==> src/rtl/fbu_pkg.sv <==
package fbu_pkg;
  localparam int ADDR_W       = 32;
  localparam int SEL_W        = 3;
  localparam int STAT_W       = 5;
  localparam int UPD_BIT      = 2;
  localparam int ALIGN_BITS   = 2;
  localparam int CTRL_EN_BIT  = 0;
  localparam int CTRL_PWR_BIT = 1;

  typedef enum logic [SEL_W-1:0] {
    WR_BASE  = 3'd0,
    WR_IEN   = 3'd1,
    WR_ICLR  = 3'd2,
    WR_CTRL  = 3'd3
  } wr_sel_e;

  typedef enum logic [SEL_W-1:0] {
    RD_MSTAT  = 3'd0,
    RD_RSTAT  = 3'd1,
    RD_IEN    = 3'd2,
    RD_CTRL   = 3'd3,
    RD_ACTIVE = 3'd4,
    RD_SHADOW = 3'd5
  } rd_sel_e;
endpackage

==> src/rtl/fbu_base_buffer.sv <==
module fbu_base_buffer #(
  parameter int ADDR_W     = 32,
  parameter int ALIGN_BITS = 2
) (
  input  logic              clk,
  input  logic              rst,
  input  logic              base_we,
  input  logic [ADDR_W-1:0] base_wdata,
  input  logic              frame_start,
  output logic [ADDR_W-1:0] shadow_o,
  output logic [ADDR_W-1:0] active_o,
  output logic              taken_o
);
  localparam int HI_W = ADDR_W - ALIGN_BITS;

  logic [ADDR_W-1:0] shadow_q;
  logic [ADDR_W-1:0] active_q;
  logic              pending_q;

  assign taken_o = frame_start & pending_q;

  always_ff @(posedge clk) begin
    if (rst) begin
      shadow_q  <= '0;
      active_q  <= '0;
      pending_q <= 1'b0;
    end else begin
      if (base_we)
        shadow_q <= {base_wdata[ADDR_W-1:ALIGN_BITS], {ALIGN_BITS{1'b0}}};
      if (taken_o)
        active_q <= shadow_q;
      if (frame_start)
        pending_q <= base_we;
      else if (base_we)
        pending_q <= 1'b1;
    end
  end

  assign shadow_o = shadow_q;
  assign active_o = active_q;


  xfer_chk: assert property (@(posedge clk) disable iff (rst)
    (frame_start && pending_q) |=> (active_q == $past(shadow_q)));


  active_hold_chk: assert property (@(posedge clk) disable iff (rst)
    !frame_start |=> $stable(active_q));


  align_chk: assert property (@(posedge clk) disable iff (rst)
    shadow_q[ALIGN_BITS-1:0] == '0);

  logic unused_hi;
  assign unused_hi = ^base_wdata[ALIGN_BITS-1:0] ^ (HI_W == 0);
endmodule

==> src/rtl/fbu_irq_ctrl.sv <==
module fbu_irq_ctrl #(
  parameter int STAT_W  = 5,
  parameter int UPD_BIT = 2
) (
  input  logic              clk,
  input  logic              rst,
  input  logic              ien_we,
  input  logic              iclr_we,
  input  logic [STAT_W-1:0] wdata,
  input  logic              raise,
  output logic [STAT_W-1:0] raw_o,
  output logic [STAT_W-1:0] en_o,
  output logic [STAT_W-1:0] masked_o,
  output logic              irq_o
);
  logic [STAT_W-1:0] raw_d, en_d;
  logic [STAT_W-1:0] raw_q, en_q;
  logic              irq_q;

  for (genvar i = 0; i < STAT_W; i++) begin : g_bit
    if (i == UPD_BIT) begin : g_live
      always_comb begin
        en_d[i]  = ien_we ? wdata[i] : en_q[i];
        raw_d[i] = raise | (raw_q[i] & ~(iclr_we & wdata[i]));
      end
      always_ff @(posedge clk) begin
        if (rst) begin
          raw_q[i] <= 1'b0;
          en_q[i]  <= 1'b0;
        end else begin
          raw_q[i] <= raw_d[i];
          en_q[i]  <= en_d[i];
        end
      end
    end else begin : g_tied
      assign en_d[i]  = 1'b0;
      assign raw_d[i] = 1'b0;
      assign raw_q[i] = 1'b0;
      assign en_q[i]  = 1'b0;
    end
  end

  always_ff @(posedge clk) begin
    if (rst) irq_q <= 1'b0;
    else     irq_q <= |(raw_d & en_d);
  end

  assign raw_o    = raw_q;
  assign en_o     = en_q;
  assign masked_o = raw_q & en_q;
  assign irq_o    = irq_q;


  raise_wins_chk: assert property (@(posedge clk) disable iff (rst)
    raise |=> raw_q[UPD_BIT]);


  clear_chk: assert property (@(posedge clk) disable iff (rst)
    (iclr_we && wdata[UPD_BIT] && !raise) |=> !raw_q[UPD_BIT]);
endmodule

==> src/rtl/fbu_ctrl_seq.sv <==
module fbu_ctrl_seq (
  input  logic clk,
  input  logic rst,
  input  logic ctrl_we,
  input  logic req_en,
  input  logic req_pwr,
  output logic en_o,
  output logic pwr_o
);
  logic en_q, pwr_q;

  always_ff @(posedge clk) begin
    if (rst) begin
      en_q  <= 1'b0;
      pwr_q <= 1'b0;
    end else if (ctrl_we) begin
      pwr_q <= req_pwr & req_en & en_q;
      en_q  <= req_en | pwr_q;
    end
  end

  assign en_o  = en_q;
  assign pwr_o = pwr_q;


  pwr_needs_en_chk: assert property (@(posedge clk) disable iff (rst)
    pwr_q |-> en_q);


  pwr_after_en_chk: assert property (@(posedge clk) disable iff (rst)
    $rose(pwr_q) |-> $past(en_q));


  en_after_pwr_chk: assert property (@(posedge clk) disable iff (rst)
    $fell(en_q) |-> !$past(pwr_q));
endmodule

==> src/rtl/fb_base_irq_unit.sv <==
module fb_base_irq_unit
  import fbu_pkg::*;
#(
  parameter int P_ADDR_W = ADDR_W,
  parameter int P_STAT_W = STAT_W,
  parameter int P_UPD    = UPD_BIT
) (
  input  logic                clk,
  input  logic                rst,
  input  logic                wr_en,
  input  logic [SEL_W-1:0]    wr_sel,
  input  logic [P_ADDR_W-1:0] wr_data,
  input  logic [SEL_W-1:0]    rd_sel,
  output logic [P_ADDR_W-1:0] rd_data,
  input  logic                frame_start,
  output logic [P_ADDR_W-1:0] active_base,
  output logic                ctrl_enable,
  output logic                ctrl_power,
  output logic                irq
);
  localparam int PAD_W = P_ADDR_W - P_STAT_W;

  logic base_we, ien_we, iclr_we, ctrl_we;
  logic taken;
  logic [P_ADDR_W-1:0] shadow;
  logic [P_STAT_W-1:0] raw_stat, en_mask, masked;
  logic [P_ADDR_W-1:0] ctrl_word;
  logic [P_ADDR_W-1:0] rd_d, rd_q;

  always_comb begin
    base_we = wr_en && (wr_sel == WR_BASE);
    ien_we  = wr_en && (wr_sel == WR_IEN);
    iclr_we = wr_en && (wr_sel == WR_ICLR);
    ctrl_we = wr_en && (wr_sel == WR_CTRL);
  end

  fbu_base_buffer #(.ADDR_W(P_ADDR_W), .ALIGN_BITS(ALIGN_BITS)) u_base (
    .clk(clk), .rst(rst), .base_we(base_we), .base_wdata(wr_data),
    .frame_start(frame_start), .shadow_o(shadow), .active_o(active_base),
    .taken_o(taken));

  fbu_irq_ctrl #(.STAT_W(P_STAT_W), .UPD_BIT(P_UPD)) u_irq (
    .clk(clk), .rst(rst), .ien_we(ien_we), .iclr_we(iclr_we),
    .wdata(wr_data[P_STAT_W-1:0]), .raise(taken), .raw_o(raw_stat),
    .en_o(en_mask), .masked_o(masked), .irq_o(irq));

  fbu_ctrl_seq u_ctrl (
    .clk(clk), .rst(rst), .ctrl_we(ctrl_we),
    .req_en(wr_data[CTRL_EN_BIT]), .req_pwr(wr_data[CTRL_PWR_BIT]),
    .en_o(ctrl_enable), .pwr_o(ctrl_power));

  always_comb begin
    ctrl_word = '0;
    ctrl_word[CTRL_EN_BIT]  = ctrl_enable;
    ctrl_word[CTRL_PWR_BIT] = ctrl_power;
  end

  always_comb begin
    case (rd_sel)
      RD_MSTAT:  rd_d = {{PAD_W{1'b0}}, masked};
      RD_RSTAT:  rd_d = {{PAD_W{1'b0}}, raw_stat};
      RD_IEN:    rd_d = {{PAD_W{1'b0}}, en_mask};
      RD_CTRL:   rd_d = ctrl_word;
      RD_ACTIVE: rd_d = active_base;
      RD_SHADOW: rd_d = shadow;
      default:   rd_d = '0;
    endcase
  end

  always_ff @(posedge clk) begin
    if (rst) rd_q <= '0;
    else     rd_q <= rd_d;
  end

  assign rd_data = rd_q;


  irq_level_chk: assert property (@(posedge clk) disable iff (rst)
    irq == (|masked));


  rd_lat_chk: assert property (@(posedge clk) disable iff (rst)
    (rd_sel == RD_ACTIVE) |=> (rd_data == $past(active_base)));
endmodule

==> config.mk <==
export PLATFORM = sky130hd
export DESIGN_NAME = fb_base_irq_unit
export DESIGN_NICKNAME = d
export VERILOG_FILES = /design/src/rtl/fbu_pkg.sv /design/src/rtl/fbu_base_buffer.sv /design/src/rtl/fbu_irq_ctrl.sv /design/src/rtl/fbu_ctrl_seq.sv /design/src/rtl/fb_base_irq_unit.sv
export SDC_FILE = /design/constraint.sdc
export NUM_CORES = 1
export LEC_CHECK = 0
export CORE_UTILIZATION = 60
export CTS_CLUSTER_DIAMETER = 60
export DETAILED_ROUTE_END_ITERATION = 6
export DONT_BUFFER_PORTS = 1
export GPL_ROUTABILITY_DRIVEN = 0
export GPL_TIMING_DRIVEN = 0
export PLACE_DENSITY = 0.76
export RECOVER_POWER = 100
export SLEW_MARGIN = 10
export SYNTH_ARGS = -nofsm -noshare
export SYNTH_HDL_FRONTEND = slang
export SYNTH_SLANG_ARGS = --single-unit
==> constraint.sdc <==
create_clock -name clk -period 2.3 [get_ports clk]
set_clock_uncertainty 0.05 [all_clocks]
set_input_delay 0.345 -clock clk [delete_from_list [all_inputs] [get_ports clk]]
set_output_delay 0.345 -clock clk [all_outputs]
set_load 0.02 [all_outputs]
==> impl_metrics.toml, run 1 <==
[outcome]
status = "completed"

[synthesis]
synthTopCellsByCount = "121 x nand2_1, 98 x dfxtp_1, 62 x a21oi_1, 33 x nor2_1, 29 x a22oi_1"
async_flop_share_pct = 0
synth_most_common_cell = "nand2_1"
yosysTopAreaCellShare_pct = 56.79
netlist_area_um2 = 3455
ys_ff_latch = 98
netlist_top_cells_area = "dfxtp_1 57%, nand2_1 13%, a21oi_1 9.0%"
ys_types = 33
syn_avg_cell_area_um2 = 8.551
ys_seq_area_share_pct = 56.79
syn_inst = 404
synth_area_leader_cell = "dfxtp_1"
yosys_warnings = 0
synth_flop_cell = "dfxtp_1"
synth_edf_count = 0

[sta]
rsz0062_at_grt = "false"
slew_headroom_pct = 56.74
hold_viol_final = 0
slew_violations = 0
finalSetupTns_ns = 0
worst_pin_slew_ns = 0.6399
max_freq_mhz = 682.3
period_needed_ns = 1.466
setup-violations-final = 0
fin_crit_sh_pct = 63.73

[global_route]
grt_max_degree = 17
grtUsageTotal_pct = 27.08
grt_pass1_wl_um = 12700
gr-total-overflow = 0
antenna_found_initial = 0
grt_pass1_vias = 2618

[worst_setup_path]
crit_arrival_ns = 1.71
critPathTopFamily = "buffers and inverters"
critPathMaxFanout = 10
crit_chain = "nor3b_1, clkbuf_1, clkbuf_1, a22oi_1, nor2_1"
cp.depth = 5
r2r_cells = 4
worst_setup_path_end_kind = "register"
cp_slowest_cell = "clkbuf_1"
critPathKind = "input port to register"
slowest_delay_ns = 0.46
crit_top_cell = "clkbuf_1"
path_buf_inv = 2
startpoint_type = "input port"
required_ns = 2.54

[floorplan]
ios = 109
fp-row-count = 27
initial_core_util_pct = 62.35
die_w_um = 77.88
dieArea_um2 = 6065
die_y_um = 77.88
fp.coreArea_um2 = 5540

[hold_path]
hold_class = "input port to register"
hold_depth = 1

[power_and_ir_drop]
p_int_uw = 2170
p_clk_share_pct = 35.8
combPwrFrac_pct = 3.7
p_leak_uw = 0.001213
seq_power_share_pct = 60.6
powerDensity_nw_per_um2 = 765.1
p_switching_uw = 675.4
swShare_pct = 23.74
max-vdd-ir-drop_uv = 439.6

[route]
routed_via_density = 5.525
routed-via-count = 2724
firstDrtPassIters = 4
drt-initial-drc-count = 175
ant_nets = 0
routed_wl_um = 7652
drc = 0
wl_per_cell_um = 15.52

[place]
port_buffers = 0
dpl.hpwl_um = 5225

[clocking]
ctsHoldBuffers = 0
postCtsSetupBuffers = 0
htree_levels = 3
cts_repair_resize_count = 0
clock_latency_ns = 0.36
clock-root-buffer = "clkbuf_8"
clkTransAtPathRegs_ns = 0.09
cts_tree = "built"
clock_sinks = 98
cts_buffer_depth = 2
cts_buffers = 9

[layout]
syn2layout_area_growth_pct = 7.642
fin_util_pct = 67.12
layout.nets = 458
layout-drive-gt1-share_pct = 5.938
diodes = 0

[flow_run]
drv_cap = 0
-- flip-flops by register name, indices dropped and copies added (netlist names) --
register	flops
u_base.active_o	30
rd_data	32
u_base.shadow_o	30
u_irq.en_o	1
u_base.pending_q	1
u_irq.raw_o	1
u_ctrl.en_o	1
u_irq.irq_o	1
u_ctrl.pwr_o	1
-- kinds of logic (layout without fill, tap and decap cells) --
kind of cell / count (synthesis) / count (layout) / share of synthesized area (%)
other cells: 1 / 2 / 0.1086
mux: 1 / 1 / 0.2898
compound gates: 98 / 98 / 16.88
simple gates: 174 / 174 / 21.15
flops: 98 / 98 / 56.79
buf+inv: 32 / 48 / 4.781
-- per-layer routing --
layer | vias to the layer above | GRT usage (%) | routed length (um)
li1 | 1368 | - | -
met1 | 1250 | 33.78 | 3463
met2 | 89 | 43.36 | 3525
met3 | 17 | 7.059 | 483
met4 | 0 | 13.21 | 180
met5 | - | 0 | 0
-- power by group through the flow --
stage	Combinational, uW	Clock, uW	Sequential (uW)
after floorplan	79.7	0	1760
final	104	1020	1720
after detailed placement	106	0	1760
after global placement	105	0	1760
after CTS	107	1030	1720
after global routing	118	1100	1730
-- per-stage QoR --
stage          power, uW  cells  worst slack (ns)  hold slack (ns)  cell area (um2)
3_3_place_gp        1867    477            0.7809           0.3992             3548
2_1_floorplan       1839    405            0.8861           0.3948             3458
3_5_place_dp        1869    477            0.7277           0.4094             3548
6_report            2845    493            0.8343          0.04527             3719
5_1_grt             2946    493            0.6439          0.03827             3719
4_1_cts             2858    493            0.9614          0.02761             3729
-- worst paths after layout --
| path | start | to | slack, ns |
|---|---|---|---|
| setup / recovery | rd_sel[1] | rd_data[30] | 0.83 |
| hold / removal | rd_sel[1] | rd_data[2] | 0.05 |
| setup reg to reg | u_base.pending_q | u_base.active_o[4] | 0.94 |
| hold reg to reg | u_base.shadow_o[26] | u_base.active_o[26] | 0.42 |
-- worst reg2reg max path, cell delays in order, from the launching register on --
cell      delay, ns
dfxtp_1        0.38
and2_0         0.20
clkbuf_1       0.41
nand2_1        0.10
a21oi_1        0.15
-- layout by cell type (no fill, tap or decap), types with 2 or more instances in the layout --
master	count
buf_6	3
and2_0	2
a22oi_1	29
nor2_1	33
a21oi_1	62
and4_1	2
dfxtp_1	98
nor4bb_1	2
nand2b_1	4
nand2_1	121
buf_1	3
clkbuf_8	10
nand3b_1	2
conb_1	2
buf_4	2
buf_2	4
clkbuf_1	20
clkinv_4	2
-- area by class of cell --
cell class / count / area, um2
Buffer: 31 / 151.4
Multi-Input combinational cell: 275 / 1331
Sequential cell: 98 / 1962
Fill cell: 483 / 1822
Inverter: 1 / 3.754
Tap cell: 72 / 90.09
Clock buffer: 11 / 141.4
Clock inverter: 5 / 38.79
Power figures use the tool's default switching activity.
==> run 2: changes to the inputs <==
==> constraint.sdc (replaced) <==
create_clock -name clk -period 1.5 [get_ports clk]
set_clock_uncertainty 0.05 [all_clocks]
set_input_delay 0.225 -clock clk [delete_from_list [all_inputs] [get_ports clk]]
set_output_delay 0.225 -clock clk [all_outputs]
set_load 0.02 [all_outputs]
==> impl_metrics.toml, run 2 (synthesized netlist as in run 1, its figures left out) <==
[floorplan]
dieArea_um2 = 6065
die_y_um = 77.88
fp-row-count = 27
fp.coreArea_um2 = 5540
initial_core_util_pct = 62.35
ios = 109
die_w_um = 77.88

[global_route]
antenna_found_initial = 0
grt_max_degree = 17
grt_use_met1_pct = 35.10
grt_pass1_vias = 2838
grt_use_met3_pct = 6.941
gr-total-overflow = 0
grt_pass1_wl_um = 13680
busiest_layer = "met2"
met2_usage_pct = 48.23
grtUsageTotal_pct = 29.10

[power_and_ir_drop]
max-vdd-ir-drop_uv = 703.9
p_leak_uw = 0.001361
swShare_pct = 23.95
powerDensity_nw_per_um2 = 1094
combPwrFrac_pct = 5.4
p_int_uw = 3387
p_clk_share_pct = 35.3
seq_power_share_pct = 59.3
p_switching_uw = 1066

[worst_setup_path]
critPathKind = "register to register"
critPathMaxFanout = 10
path_buf_inv = 1
crit_chain = "and2_1, clkbuf_1, nand2_1, a21oi_1"
required_ns = 1.73
cp_slowest_cell = "clkbuf_1"
startpoint_type = "register"
critPathTopFamily = "buffers and inverters"
slowest_delay_ns = 0.41
worst_setup_path_end_kind = "register"
crit_arrival_ns = 1.58

[layout]
fin_util_pct = 73.49
largest_register_ffs = 32
layout-drive-gt1-share_pct = 5.921
diodes = 0
final_common_cell = "nand2_1"
final_cell_mix = "121 x nand2_1, 97 x dfxtp_1, 62 x a21oi_1, 35 x dlygate4sd3_1, 33 x nor2_1"
layout.nets = 493
syn2layout_area_growth_pct = 17.86

[route]
routed_wl_um = 8221
ant_nets = 0
routed_via_density = 5.460
routed-via-count = 2883
firstDrtPassIters = 5
drt-initial-drc-count = 158
drc = 0
wl_per_cell_um = 15.57

[clocking]
cts_buffers = 9
clkTransAtPathRegs_ns = 0.09
htree_levels = 3
clock_sinks = 98
cts_buffer_depth = 2
postCtsSetupBuffers = 0
cts_tree = "built"
clock_latency_ns = 0.36
clock-root-buffer = "clkbuf_8"

[sta]
finalSetupTns_ns = 0
max_freq_mhz = 740.3
period_needed_ns = 1.351
setup-violations-final = 0
hold_viol_final = 0
worst_slack_ns = 0.1492
worst_pin_slew_ns = 0.6489
slew_headroom_pct = 56.13
rsz0062_at_grt = "false"
fin_crit_sh_pct = 90.05
slew_violations = 0

[place]
dpl.hpwl_um = 5225
preCtsSetupSlack_ns = 0.04774
port_buffers = 0

[outcome]
status = "completed"

[hold_path]
hold_class = "input port to register"

[flow_run]
drv_cap = 0
## run 2: path summary, 6_finish.rpt
| kind | start | to | slack [ns] | cells after the start |
|---|---|---|---|---|
| hold reg to reg | u_base.shadow_o[26] | u_base.active_o[26] | 0.41 | 2 |
| hold / removal | wr_data[0] | u_ctrl.en_o | 0.01 | 2 |
| setup / recovery | u_base.pending_q | u_base.active_o[4] | 0.15 | 4 |
| setup reg to reg | u_base.pending_q | u_base.active_o[4] | 0.15 | 4 |
## run 2: routing by layer
layer  vias to the layer above  wire length (um)
li1                       1443                 -
met3                        16               460
met2                        89              3996
met1                      1335              3587
met4                         0               177
met5                         -                 0
## run 2: area by class of cell
type,count,area [um2]
flip-flops and latches,98,1963
fillers,430,1469
multi-input cells,275,1331
repair buffers,35,350.3
plain buffers,31,152.6
clock buffers,11,141.4
well taps,72,90.09
clock inverters,5,38.79
inverters,1,3.754
## run 2: power groups by stage
stage	clock, uW	sequential, uW	combinational [uW]
after global placement	0	2700	161
after CTS	1580	2640	238
after detailed placement	0	2700	163
final	1570	2640	239
after global routing	1690	2650	262
after floorplan	0	2700	122
## run 2: metrics by stage
step | power [uW] | hold slack (ns) | instances | area (um2)
2_1_floorplan | 2820 | 0.2759 | 405 | 3458
3_3_place_gp | 2863 | 0.2868 | 477 | 3548
3_5_place_dp | 2866 | 0.2894 | 477 | 3548
4_1_cts | 4457 | 0.01233 | 528 | 4079
5_1_grt | 4601 | 0.03247 | 528 | 4071
6_report | 4453 | 0.01082 | 528 | 4071
## run 2: timing repair
action                     4_1_cts  5_1_grt
hold buffers                    35        0
resized for setup                0        1
hold endpoints to repair        36        0
setup endpoints to repair        0        1
## run 2: worst register-to-register path: stages (launching register included)
cell and delay, ns:
dfxtp_1 0.38, and2_1 0.18, clkbuf_1 0.41, nand2_1 0.10, a21oi_1 0.15
